`config.mk`:
```
export PLATFORM = sky130hd
export DESIGN_NAME = ror_barrel
export DESIGN_NICKNAME = d
export VERILOG_FILES = /design/src/rtl/ror_barrel.sv
export SDC_FILE = /design/constraint.sdc
export NUM_CORES = 1
export LEC_CHECK = 0
export ABC_AREA = 1
export BUFFER_PORTS_ARGS = -buffer_cell sky130_fd_sc_hd__clkbuf_2
export CAP_MARGIN = 20
export CORE_MARGIN = 3
export CORE_UTILIZATION = 57
export DETAILED_ROUTE_END_ITERATION = 8
export PLACE_DENSITY = 0.9
export SYNTH_ARGS = -nofsm -noshare
export SYNTH_HDL_FRONTEND = slang
export SYNTH_SLANG_ARGS = --single-unit
export TNS_END_PERCENT = 100
```
`constraint.sdc`:
```
create_clock -name vclk -period 2.3
set_input_delay 0.46 -clock vclk [all_inputs]
set_output_delay 0.46 -clock vclk [all_outputs]
set_load 0.03 [all_outputs]
```
`src/rtl/ror_barrel.sv`:
```
module ror_barrel #(
  parameter int W = 16,
  localparam int SW = $clog2(W)
) (
  input  logic [W-1:0]  din,
  input  logic [SW-1:0] amt,
  output logic [W-1:0]  dout
);

  logic [W-1:0] stage [0:SW];

  assign stage[0] = din;

  for (genvar k = 0; k < SW; k++) begin : g_stage
    localparam int STEP = 2 ** k;
    logic [W-1:0] wired;
    for (genvar i = 0; i < W; i++) begin : g_bit
      assign wired[i] = stage[k][(i + STEP) % W];
    end
    assign stage[k+1] = amt[k] ? wired : stage[k];
  end

  assign dout = stage[SW];

endmodule

```
## Word level (Yosys, flattened, before mapping)

Index checks and enable logic that the tools add are counted.

| word-level totals | value |
|---|---|
| bits in registers | 0 |
| logic and storage cells | 4 |

| cells by class | value |
|---|---|
| mux-type cells | 4 |

Operators with widths:

| operator | number |
|---|---|
| $mux W16 | 4 |

## Longest topological paths before layout

Gate-level depths: netlist (run 1).

| depth | value |
|---|---|
| depth in word-level cells | 4 |
| depth in mapped cells | 9 |

## Least setup slack after synthesis (run 1)

No wires, ideal clock.

| path | value |
|---|---|
| kind | input port to output port |
| from | input port amt[0] |
| to | output port dout[2] |
| arrival | 1,320 ps |
| data required time | 1,840 ps |
| setup slack | 520 ps |
| stages on the path | 9 |
| buffers on the path | 2 |
| cell sequence | buf_6 inv_8 buf_12 nand2_4 nand3_2 nand3_1 nand2_1 nand2_1 nand2_1 |

| on the way | value |
|---|---|
| word-level cells in the longest chain between the ends | 4 |

Ends and longest elaborated chain:

| element | line | RTL |
|---|---|---|
| start, declared | 6 | `input logic [SW-1:0] amt,` |
| $mux W16 (4 in a row) | 20 | `assign stage[k+1] = amt[k] ? wired : stage[k];` |
| end, declared | 7 | `output logic [W-1:0] dout` |

No other way between the ends.

## Worst setup path in the final report (run 1)

| path | value |
|---|---|
| from | input port amt[0] |
| to | output port dout[1] |

The elaborated chain is that of the path after synthesis.

==> results by stage, run 1 <==
Run status:
- The run finished with clean final reports.

Drt:
- The final layout contains routed wiring with a total length of roughly 2600 µm.
- The number of iterations in the first detailed-routing pass is 4.
- After detailed routing, the number of remaining DRC violations is 0.
- Summing over every cut layer, the via total after detailed routing is about 1200.
- The average detailed-routed wire length per instance is 12.0 µm.
- After the first detailed-routing iteration, the DRC count stood at 55.
- The detail-routed via count per cell is around 5.7.
- Once detail routing completed, the nets flagged for antenna violations numbered 0.

Global routing:
- The global-route congestion overflow total is 0.
- The largest net degree at the start of global routing is 18.
- The number of antenna violations at the first check in global routing is 0.
- The total routing usage reported by global routing is around a quarter.
- The first global-routing pass estimated around 4000 µm of wire.
- The via count of the first global-routing pass is roughly 1000.

Timing:
- The number of max-slew violations in the final report is 0.
- The time the final worst path needs with I/O delays and setup is ~2.1 ns.
- Setup repair after global routing left no endpoint under its margin.
- The total negative slack for setup checks is 0 ns.
- The worst pin sits at a relative slew slack of roughly 73%.
- The number of setup violations in the final report is 0.
- Across all hold checks on the routed design, the worst slack comes to 1.47 ns.
- After layout, the worst path uses between 80% and 90% of the clock period.
- The final number of hold-violating endpoints is 0.
- The worst setup margin is between 0.2 and 0.25 ns.
- At the pin with the least slew margin, the transition time is approximately 0.40 ns.
- Based on the critical path, the design can be clocked at up to 0.484 GHz.

Die:
- The overall die area is roughly 0.0023 mm².
- From bottom edge to top edge, the die measures ~48 µm.
- The initial utilization of the core area, before any placement, comes to between 60% and 70%.
- The placement row count is 14.
- The total area inside the core boundary comes to 0.00156 mm².
- The I/O pin count is 36.
- The die width is ~48 µm.

Finish:
- The repair_antennas step left the layout with diodes totalling 0.
- The share of post-route cells with drive strength above 1 is roughly a third.
- The register area is 0 µm².
- The final layout contains between 200 and 250 nets.
- Relative to the synthesized area, the layout overhead comes to 11.5%.
- The number of sequential cells is 0.
- Summing all non-filler instances in the final layout gives an area of between 0.001 and 0.0015 mm².
- After layout, the clock buffer instance count stands at 0.

Synth:
- The area share of xor/xnor cells in the synthesized design is 0%.
- Summing the areas of all compound-gate instances in the mapped netlist gives 0% of the synthesized area.
- The post-synth net total is roughly 200.
- The yosys synthesis warning count is 0.
- The distinct cell type count of the synthesized netlist is 12.
- The commonest cells after synthesis are 86 x sky130_fd_sc_hd__nand2_1, 44 x sky130_fd_sc_hd__nand3_1, 20 x sky130_fd_sc_hd__nand3_2.
- After synthesis, the largest family of logic cells by area is simple AND/OR/NAND/NOR gates.
- The cell area that synthesis handed to floorplanning was 983 µm².
- The cell type with the largest total area after synthesis is sky130_fd_sc_hd__nand2_1.
- The most common cell in the synthesized netlist is sky130_fd_sc_hd__nand2_1.
- Sorting the synthesized cells by area gives the leading types as sky130_fd_sc_hd__nand2_1 33%, sky130_fd_sc_hd__nand3_1 22%, sky130_fd_sc_hd__nand3_2 20%, sky130_fd_sc_hd__nand2_4 11%, sky130_fd_sc_hd__buf_6 4.6%.
- The share of synthesized area spent on multiplexers is 0%.
- The fraction of the mapped netlist area in adder cells is 0%.
- The mean instance size in the synthesized netlist is approximately 5.6 µm².
- Sequential cells were found to cover 0% of the synthesized design area.
- After Yosys synthesis, and, or, nand and nor cells account for a little under 90% of the synthesized area.
- The top cell type's share of synthesized area is 32.8%.
- The cell count after synthesis came out at roughly 180.

Power and ir drop:
- Per report_power, the clock group accounts for 0% of the total.
- The switching part of the total is between 60% and 70%.
- The power share of the combinational group is between 90% and 100%.
- The sequential group share of total power is 0%.
- The maximum vdd drop is roughly 0.20 mV.
- The switching power of the nets is 226 µW.
- Cell internal power was estimated by the tool at slightly below 100 µW.
- The static leakage power is about 0.0007 µW.
- Dividing total power by cell area gives a power density of slightly below 300 mW/mm².

Placement:
- Before CTS, the worst setup slack after placement is between 0.1 and 0.15 ns.
- The placed instance area is between 0.001 and 0.0015 mm².
- The half-perimeter wire length after placement is 2180 µm.
- In this run the tool buffered the top-level ports with 36 buffer cells.
- The placer congestion estimate is a little over 0.9.

Worst setup path:
- The buffer and inverter count on the worst path is 3.
- The delay of the slowest cell on the worst path is around 0.26 ns.
- The most common cell type on the critical path is sky130_fd_sc_hd__nand2_1.
- The total stage count of the critical path is 9.
- The critical path endpoint category is an output port.
- At the worst endpoint, the arrival time is between 1.5 and 2 ns.
- The data required time at the worst endpoint is 1.84 ns.
- The critical path is of the primary input to output port type.
- The slowest stage of the critical path belongs to the cell sky130_fd_sc_hd__clkbuf_4.
- The biggest fanout along the worst timing path is 17.
- Traced cell by cell, the critical path runs through clkbuf_4, clkinv_8, nand2_1, nand3_1, nand3_1, nand2_1, nand2_1, nand2_1, clkbuf_2.
- The worst setup path is launched from a primary input.
- The critical path's top delay family is buffers and inverters.

Clock tree:
- The count of instances resized after the clock tree is built is 0.
- The setup fix buffers added after clock tree synthesis is 0.
- Hold repair after CTS inserted 0 buffers.

Run:
- The max-capacitance violation count is 0.

Min path:
- The class of the most critical hold timing path is primary input to output port.
- The hold-critical path depth is 4.
==> per-layer routing <==
layer | track usage (%) | wire [µm] | part of all wire [%] | vias up
li1 | - | - | - | 631
met1 | 33.0 | 1100 | 42 | 535
met2 | 41.2 | 1270 | 49 | 64
met3 | 0 | 191 | 7.3 | 6
met4 | 5.38 | 46 | 1.8 | 0
met5 | 0 | 0 | 0 | -
==> placed cells by master, fill, tap and decap left out <==
cell,count
sky130_fd_sc_hd__clkinv_8,1
sky130_fd_sc_hd__clkbuf_2,35
sky130_fd_sc_hd__nand3_2,20
sky130_fd_sc_hd__inv_4,1
sky130_fd_sc_hd__inv_2,1
sky130_fd_sc_hd__nand2_4,10
sky130_fd_sc_hd__nand2_1,86
sky130_fd_sc_hd__clkbuf_4,1
sky130_fd_sc_hd__inv_1,1
sky130_fd_sc_hd__nand3_1,44
sky130_fd_sc_hd__buf_4,1
==> final cells by class <==
cell class	count	area [µm²]
Multi-Input combinational cell	160	856
Inverter	4	30.0
Tap cell	16	20.0
Timing Repair Buffer	37	190
Fill cell	153	463
==> path summary, 6_finish.rpt <==
check / from / end / slack, ns
setup / recovery: amt[0] / dout[1] / 0.23
hold / removal: amt[3] / dout[9] / 1.47
==> metrics by stage <==
stage,instances,util [%],total power (µW)
after floorplan,176,-,252
after global placement,217,69.8,315
after detailed placement,217,69.8,322
after CTS,217,69.8,323
after global routing,217,70.3,357
final,217,70.3,324
==> cell families after synthesis <==
group                  Yosys count
buffers and inverters           16
AND/OR/NAND/NOR                160
==> power groups by stage <==
stage / sequential [µW] / clock [µW] / combinational [µW]
final: 0 / 0 / 324
after global routing: 0 / 0 / 357
after CTS: 0 / 0 / 323
after detailed placement: 0 / 0 / 322
after global placement: 0 / 0 / 315
after floorplan: 0 / 0 / 252
==> tightest hold or removal path, delay by kind of cell <==
family        cells  cell delay, ns
buf+inv           2            0.39
simple gates      2            0.16
Note: power is estimated with default switching activity, not from simulation.
==> run 2: changes to the inputs <==
ABC_AREA = unset   (was 1)
CELL_PAD_IN_SITES_DETAIL_PLACEMENT = 1   (was unset)
CELL_PAD_IN_SITES_GLOBAL_PLACEMENT = 1   (was unset)
CORE_MARGIN = unset   (was 3)
CORE_UTILIZATION = 45   (was 57)
PLACE_DENSITY = unset   (was 0.9)
PLACE_DENSITY_LB_ADDON = 0.1   (was unset)
==> run 2 against run 1 <==
The run now ends with negative setup slack left. Non-clock buffer count up 8. Maximum frequency shrank 15%. Combinational power increased by 51%. Hold slack improved by 0.099 ns. Area after synthesis shrank 16%. Via count shrank 39%. Sequential share of layout area unchanged. Total power is 51% higher. Global-route usage increased by 11 points. Clock-buffer cell count unchanged.
==> results by stage, run 2 <==
Worst setup path:
- The worst path arrival time was 1.96 ns (+0.35 ns).
- The delay of the slowest cell on the worst path was 0.57 ns (+0.31 ns).
- STA classifies the critical path endpoint as an output port.
- The worst setup path is of the primary input to output port kind.
- Among all stages on the critical path, the largest delay is contributed by sky130_fd_sc_hd__mux4_2.
- Walking the worst path, the cells encountered are clkbuf_16, buf_12, mux4_2, mux4_2, buf_8.
- The data required time at the worst endpoint is 1.84 ns (about the same).
- The biggest fanout along the worst timing path is 6 (-11).
- The kind of start point of the critical path is a primary input.
- The most common cell type on the critical path is sky130_fd_sc_hd__mux4_2.

Synth:
- The sequential area share after synthesis is 0% (unchanged).
- The top cell type's share of synthesized area was 54.7% (+22 points).
- The post-synthesis instance area came to 823 µm² (-16%).
- The mean instance size in the synthesized netlist was 20.6 µm² (+270%).
- The number of standard cells after synthesis is 40 (-77%).
- The commonest cells after synthesis are 20 x sky130_fd_sc_hd__mux4_2, 12 x sky130_fd_sc_hd__mux4_1, 3 x sky130_fd_sc_hd__buf_2.
- The yosys synthesis warning count is 0 (unchanged).
- By area the synthesized netlist is led by sky130_fd_sc_hd__mux4_2 55%, sky130_fd_sc_hd__mux4_1 38%, sky130_fd_sc_hd__buf_12 2.4%, sky130_fd_sc_hd__buf_2 1.8%, sky130_fd_sc_hd__buf_6 1.4%.
- The most instantiated library cell after synthesis is sky130_fd_sc_hd__mux4_2.
- The synthesized design spends more area on one cell type than any other, namely sky130_fd_sc_hd__mux4_2.
- The post-synth net total is 60 (-69%).
- The distinct cell type count of the synthesized netlist came to 7 (-5).

Die:
- The overall die area is 0.00200 mm² (-11%).
- The core region area is 0.00173 mm² (+11%).
- The placement row count is 15 (+1).
- The die width is 44.8 µm (-5.8%).
- The I/O pin count came to 36 (unchanged).
- The starting utilization of the core area came to 47.7% (-15 points).
- The die extent in y was 44.8 µm (-5.8%).

Finish:
- The final standard cell utilization of the core is 71.8% (+1.5 points).
- The area growth from synthesis to layout is 50.6%.
- The number of sequential cells was 0 (unchanged).
- The antenna cell count was 0 (unchanged).
- The share of post-route cells with drive strength above 1 is 100% (+65 points).
- Leaving out fill and tap cells, the most frequent cell in the layout is sky130_fd_sc_hd__mux4_2.
- The final non-filler cell area came to 0.00124 mm² (+13%).
- The total area of multi-input combinational cells is 721 µm² (-16%).
- The top cell types in the final layout, fill and taps aside, are 32 x sky130_fd_sc_hd__mux4_2, 18 x sky130_fd_sc_hd__clkbuf_2, 16 x sky130_fd_sc_hd__buf_8.
- The register area is 0 µm² (unchanged).
- The layout net count was 99 (-56%).
- The final-layout clock buffer total is 0 (unchanged).
- The filler cell count in the final layout is 149 (-2.6%).

Placement:
- The half-perimeter wire length after placement is 1930 µm (-12%).
- The count of buffers inserted at the top-level ports was 36 (unchanged).
- The placed instance area is 0.00105 mm² (-3.6%).
- The placer congestion estimate is 0.819 (-11%).

Run:
- The max-capacitance violation count is 0 (unchanged).

Global routing:
- The first-pass GRT wire length is 4730 µm (+16%).
- The via count of the first global-routing pass is 782 (-21%).
- The total routing usage reported by global routing is 34.6% (+11 points).
- The largest net degree at the start of global routing came to 14 (-4).
- The number of antenna violations at the first check in global routing came to 0 (unchanged).
- The global-route congestion overflow total is 0 (unchanged).

Drt:
- The number of DRC violations after detailed-routing iteration 0 is 28 (-49%).
- The detail-routed via count per cell is 7.35 (+29%).
- The number of iterations in the first detailed-routing pass is 4 (unchanged).
- The post-route DRC violation count is 0 (unchanged).
- The count of vias placed by the detailed router was 750 (-39%).
- The number of nets still failing antenna checks after routing is 0 (unchanged).
- The total routed wirelength is 3130 µm (+20%).
- The average detailed-routed wire length per instance is 30.7 µm (+160%).

Run status:
- The checks that failed: negative setup slack.
- The run finished, with violations left.

Timing:
- The slew at the pin with the worst max-slew slack is 0.428 ns (+0.0242 ns).
- The time the final worst path needs with I/O delays and setup is 2.42 ns (+0.353 ns).
- The number of setup violations in the final report was 16 (+16).
- Setup repair after global routing could not meet its margin everywhere.
- The worst setup margin is -0.119 ns (-0.353 ns).
- The max-slew headroom at the worst pin is 71.5% (-1.6 points).
- The highest achievable clock rate was 0.413 GHz (-15%).
- The worst hold slack is 1.57 ns (+0.0989 ns).
- The number of max-slew violations in the final report was 0 (unchanged).
- The final number of hold-violating endpoints is 0 (unchanged).
- The post-route clock period utilization is 105% (+15 points).

Power and ir drop:
- The static leakage power is 0.000480 µW (-30%).
- The power per cell area is 394 mW/mm² (+33%).
- The maximum vdd drop is 0.180 mV (-9.6%).

Min path:
- The class of the most critical hold timing path is primary input to output port.

Clock tree:
- The number of hold buffers added after cts was 0 (unchanged).
[run 2: cell count changes after synthesis, moves of 2 or more]
cell                       delta
sky130_fd_sc_hd__buf_2        -3
sky130_fd_sc_hd__buf_6        -3
sky130_fd_sc_hd__clkbuf_1     +2
sky130_fd_sc_hd__mux4_1      +12
sky130_fd_sc_hd__mux4_2      +20
sky130_fd_sc_hd__nand2_1     -86
sky130_fd_sc_hd__nand2_4     -10
sky130_fd_sc_hd__nand3_1     -44
sky130_fd_sc_hd__nand3_2     -20
[run 2: repair_timing]
| item | in CTS | in global routing |
|---|---|---|
| cloned | 1 | 0 |
| setup buffers | 0 | 0 |
| setup endpoints to repair | 16 | 16 |
| gates resized for setup | 53 | 16 |
[run 2: cell type report]
cell class                 count  share of cell area (%)
multi-input combinational     32                    58.1
tap                           25                    2.52
timing repair buffer          45                    39.4
[run 2: final timing paths]
| check | start | cells after the start | end |
|---|---|---|---|
| setup / recovery | amt[1] | 5 | dout[15] |
| hold / removal | amt[2] | 3 | dout[11] |
[run 2: logic make-up after synthesis]
logic type	after synthesis	synth area share (%)
buffers and inverters	8	6.99
muxes	32	93.0
[run 2: layer usage]
metal	vias up	track usage [%]	wire (µm)
met5	-	0	0
met4	0	9.09	78
met3	8	2.80	252
met2	61	58.8	1660
met1	392	48.9	1140
li1	289	-	-
[run 2: critical path: cells and delay by family]
family	cells	cell delay (ns)
buffers and inverters	3	0.39
muxes	2	1.10
[run 2: metrics by stage]
stage                     total power, µW  worst slack, ns  setup TNS (ns)  cells
after floorplan                       255           0.0285               0     40
after global placement                342           -0.231           -3.02    101
after detailed placement              352           -0.277           -3.74    101
after CTS                             444           -0.124           -1.24    102
after global routing                  503           -0.145           -1.74    102
final                                 489           -0.119           -1.41    102
[run 2: power breakdown]
group          internal [µW]  switching [µW]
registers                  0               0
clock network              0               0
logic                    257             232
==> run 3: changes to the inputs <==
--- a/config.mk
+++ b/config.mk
@@ -7,2 +7,3 @@
 export LEC_CHECK = 0
+export ABC_AREA = 1
 export BUFFER_PORTS_ARGS = -buffer_cell sky130_fd_sc_hd__clkbuf_2
@@ -11,3 +12,3 @@
 export CELL_PAD_IN_SITES_GLOBAL_PLACEMENT = 1
-export CORE_UTILIZATION = 45
+export CORE_UTILIZATION = 37
 export DETAILED_ROUTE_END_ITERATION = 8
==> constraint.sdc (replaced) <==
create_clock -name vclk -period 2.3
set_input_delay 0.23 -clock vclk [all_inputs]
set_output_delay 0.23 -clock vclk [all_outputs]
set_load 0.03 [all_outputs]
==> run 3 against run 2 <==
The run now ends clean. Combinational power fell by 33%. Die area rose by 43%. Setup slack improved by 0.68 ns. Global-route usage fell by 11 points. Hold slack got worse by 0.56 ns. Final cell count rose by 130%. Utilization fell by 28 points. Sequential cell count did not move. Final area fell by 11%. Wire length fell by 0.51%. Clock-buffer cell count did not move. Critical path depth rose by 4. Highest routed layer is now met3.
==> results by stage, run 3 (synthesis results as in run 1) <==
Drt:
- The count of vias placed by the detailed router is 1264 (+69%).
- The average detailed-routed wire length per instance came to 13.5 µm (-56%).
- The detailed router used layers up to and including met3.
- The number of DRC violations after detailed-routing iteration 0 is 20 (-29%).
- The routed wire length on met2 is 1680 µm (+1.1%).
- The met3 wirelength from detailed routing is 116 µm (-54%).
- The number of nets still failing antenna checks after routing is 0 (unchanged).
- The post-route DRC violation count is 0 (unchanged).
- The detail-routed via count per cell is 5.47 (-26%).
- The number of iterations in the first detailed-routing pass came to 4 (unchanged).
- The routed length on met1 was 1320 µm (+16%).
- The total routed wirelength is 3120 µm (-0.51%).

Die:
- The placement row count is 18 (+3).
- The overall die area is 0.00287 mm² (+43%).
- The core region area was 0.00250 mm² (+45%).
- The I/O pin count is 36 (unchanged).
- The starting utilization of the core area is 39.3% (-8.3 points).
- The die width was 53.6 µm (+20%).
- The die extent in y is 53.6 µm (+20%).

Worst setup path:
- The worst setup path is launched from a primary input.
- The critical path ends at dout[15].
- The critical path start-end classification is primary input to output port.
- The biggest fanout along the worst timing path came to 17 (+11).
- The total stage count of the critical path is 9 (+4).
- The buffer and inverter count on the worst path is 3 (unchanged).
- The critical path's top delay family is buffers and inverters.
- The delay of the slowest cell on the worst path came to 0.26 ns (-0.31 ns).
- The launch point of the critical path is amt[0].
- The data required time at the worst endpoint was 2.07 ns (+0.23 ns).
- Traced cell by cell, the critical path runs through clkbuf_2, inv_8, nand2_1, nand3_1, nand3_1, nand2_1, nand2_1, nand2_1, clkbuf_2.
- The slowest stage of the critical path belongs to the cell sky130_fd_sc_hd__clkbuf_2.
- The most common cell type on the critical path is sky130_fd_sc_hd__nand2_1.
- The worst setup path is captured at an output port.
- The worst path arrival time is 1.51 ns (-0.45 ns).

Timing:
- The final number of hold-violating endpoints is 0 (unchanged).
- The worst hold slack is 1.01 ns (-0.557 ns).
- The time the final worst path needs with I/O delays and setup is 1.74 ns (-0.683 ns).
- The slew at the pin with the worst max-slew slack is 0.436 ns (+0.00752 ns).
- The post-route clock period utilization is 75.5% (-30 points).
- The highest achievable clock rate was 0.576 GHz (+39%).
- Setup repair after global routing left no endpoint under its margin.
- The number of setup violations in the final report came to 0 (-16).
- The number of max-slew violations in the final report is 0 (unchanged).
- The total negative slack for setup checks is 0 ns (+1.41 ns).
- The max-slew headroom at the worst pin is 70.9% (-0.53 points).

Power and ir drop:
- The cell-internal power was 97.7 µW (-62%).
- The power share of the combinational group is 100.0% (about the same).
- The relative contribution of the clock network to total power was 0% (unchanged).
- The maximum vdd drop was 0.170 mV (-5.3%).
- The sum of internal, switching and leakage power is 329 µW (-33%).
- The sequential group share of total power was 0% (unchanged).
- The switching power of the nets is 232 µW (-0.16%).
- The power per cell area is 298 mW/mm² (-24%).
- The static leakage power came to 0.000681 µW (+42%).
- The switching part of the total came to 70.4% (+23 points).

Finish:
- The share of post-route cells with drive strength above 1 is 34.8% (-65 points).
- The register area came to 0 µm² (unchanged).
- Compared with the post-synthesis result, the final layout area differs by 12.5%.
- In the layout the commonest cells are 86 x sky130_fd_sc_hd__nand2_1, 44 x sky130_fd_sc_hd__nand3_1, 36 x sky130_fd_sc_hd__clkbuf_2.
- The number of sequential cells is 0 (unchanged).
- The layout net count is 223 (+130%).
- The library cell used most frequently in the layout, excluding fill and tap cells, is sky130_fd_sc_hd__nand2_1.
- The antenna cell count is 0 (unchanged).
- The filler cell count in the final layout is 381 (+160%).
- The final-layout clock buffer total came to 0 (unchanged).

Min path:
- The class of the most critical hold timing path is primary input to output port.

Run:
- The max-capacitance violation count came to 0 (unchanged).

Clock tree:
- The setup fix buffers added after clock tree synthesis is 0 (unchanged).
- The count of instances resized after the clock tree is built is 0 (-100%).
- The number of hold buffers added after cts is 0 (unchanged).

Global routing:
- The number of antenna violations at the first check in global routing was 0 (unchanged).
- The total routing usage reported by global routing is 23.6% (-11 points).
- The first-pass GRT wire length is 5090 µm (+7.6%).
- The largest net degree at the start of global routing is 18 (+4).
- The global-route congestion overflow total came to 0 (unchanged).
- The via count of the first global-routing pass is 1127 (+44%).

Placement:
- The placer congestion estimate is 0.796 (-2.7%).
- The half-perimeter wire length after placement came to 2680 µm (+39%).
- The count of buffers inserted at the top-level ports is 36 (unchanged).

Run status:
- The flow ran to the end, and the final reports show no timing, DRC or antenna violations.
==> run 3: changes by cell type in the layout (fill, tap and decap cells not counted), sizes merged <==
cell	change
nand3	+64
buf	-24
nand2	+96
clkbuf	+16
inv	+4
mux4	-32
==> run 3: cell type report <==
| class | count | area [µm²] | area share [%] |
|---|---|---|---|
| multi-input cells | 160 | 856 | 77.4 |
| repair buffers | 37 | 188 | 17.0 |
| well taps | 30 | 37.5 | 3.39 |
| inverters | 4 | 25.0 | 2.26 |
==> run 3: power by group through the flow <==
stage               sequential, µW  combinational, µW  clock, µW
floorplan                        0                252          0
global placement                 0                321          0
detailed placement               0                332          0
CTS                              0                332          0
global route                     0                365          0
finish                           0                329          0
==> run 3: metrics by stage <==
step | std cells | setup WS [ns] | utilization, % | cell area, µm²
after global routing | 231 | 0.402 | 44.2 | 1110
after global placement | 231 | 0.624 | 44.2 | 1110
after detailed placement | 231 | 0.548 | 44.2 | 1110
final | 231 | 0.564 | 44.2 | 1110
after CTS | 231 | 0.548 | 44.2 | 1110
after floorplan | 176 | 0.980 | - | 983
==> run 3: worst min path at each step <==
stage	startpoint	to	slack, ns	cells past startpoint
finish	amt[3]	dout[4]	1.01	4
global route	amt[3]	dout[13]	1.07	4
CTS	amt[3]	dout[10]	1.02	4
detailed placement	amt[3]	dout[2]	1.02	4
global placement	amt[3]	dout[10]	1.0	4
floorplan	amt[3]	dout[0]	0.83	3
==> run 3: routing by layer <==
layer	track usage [%]	vias to the layer above
li1	-	627
met1	29.5	609
met2	47.3	28
met3	0	0
met4	0	0
met5	0	-
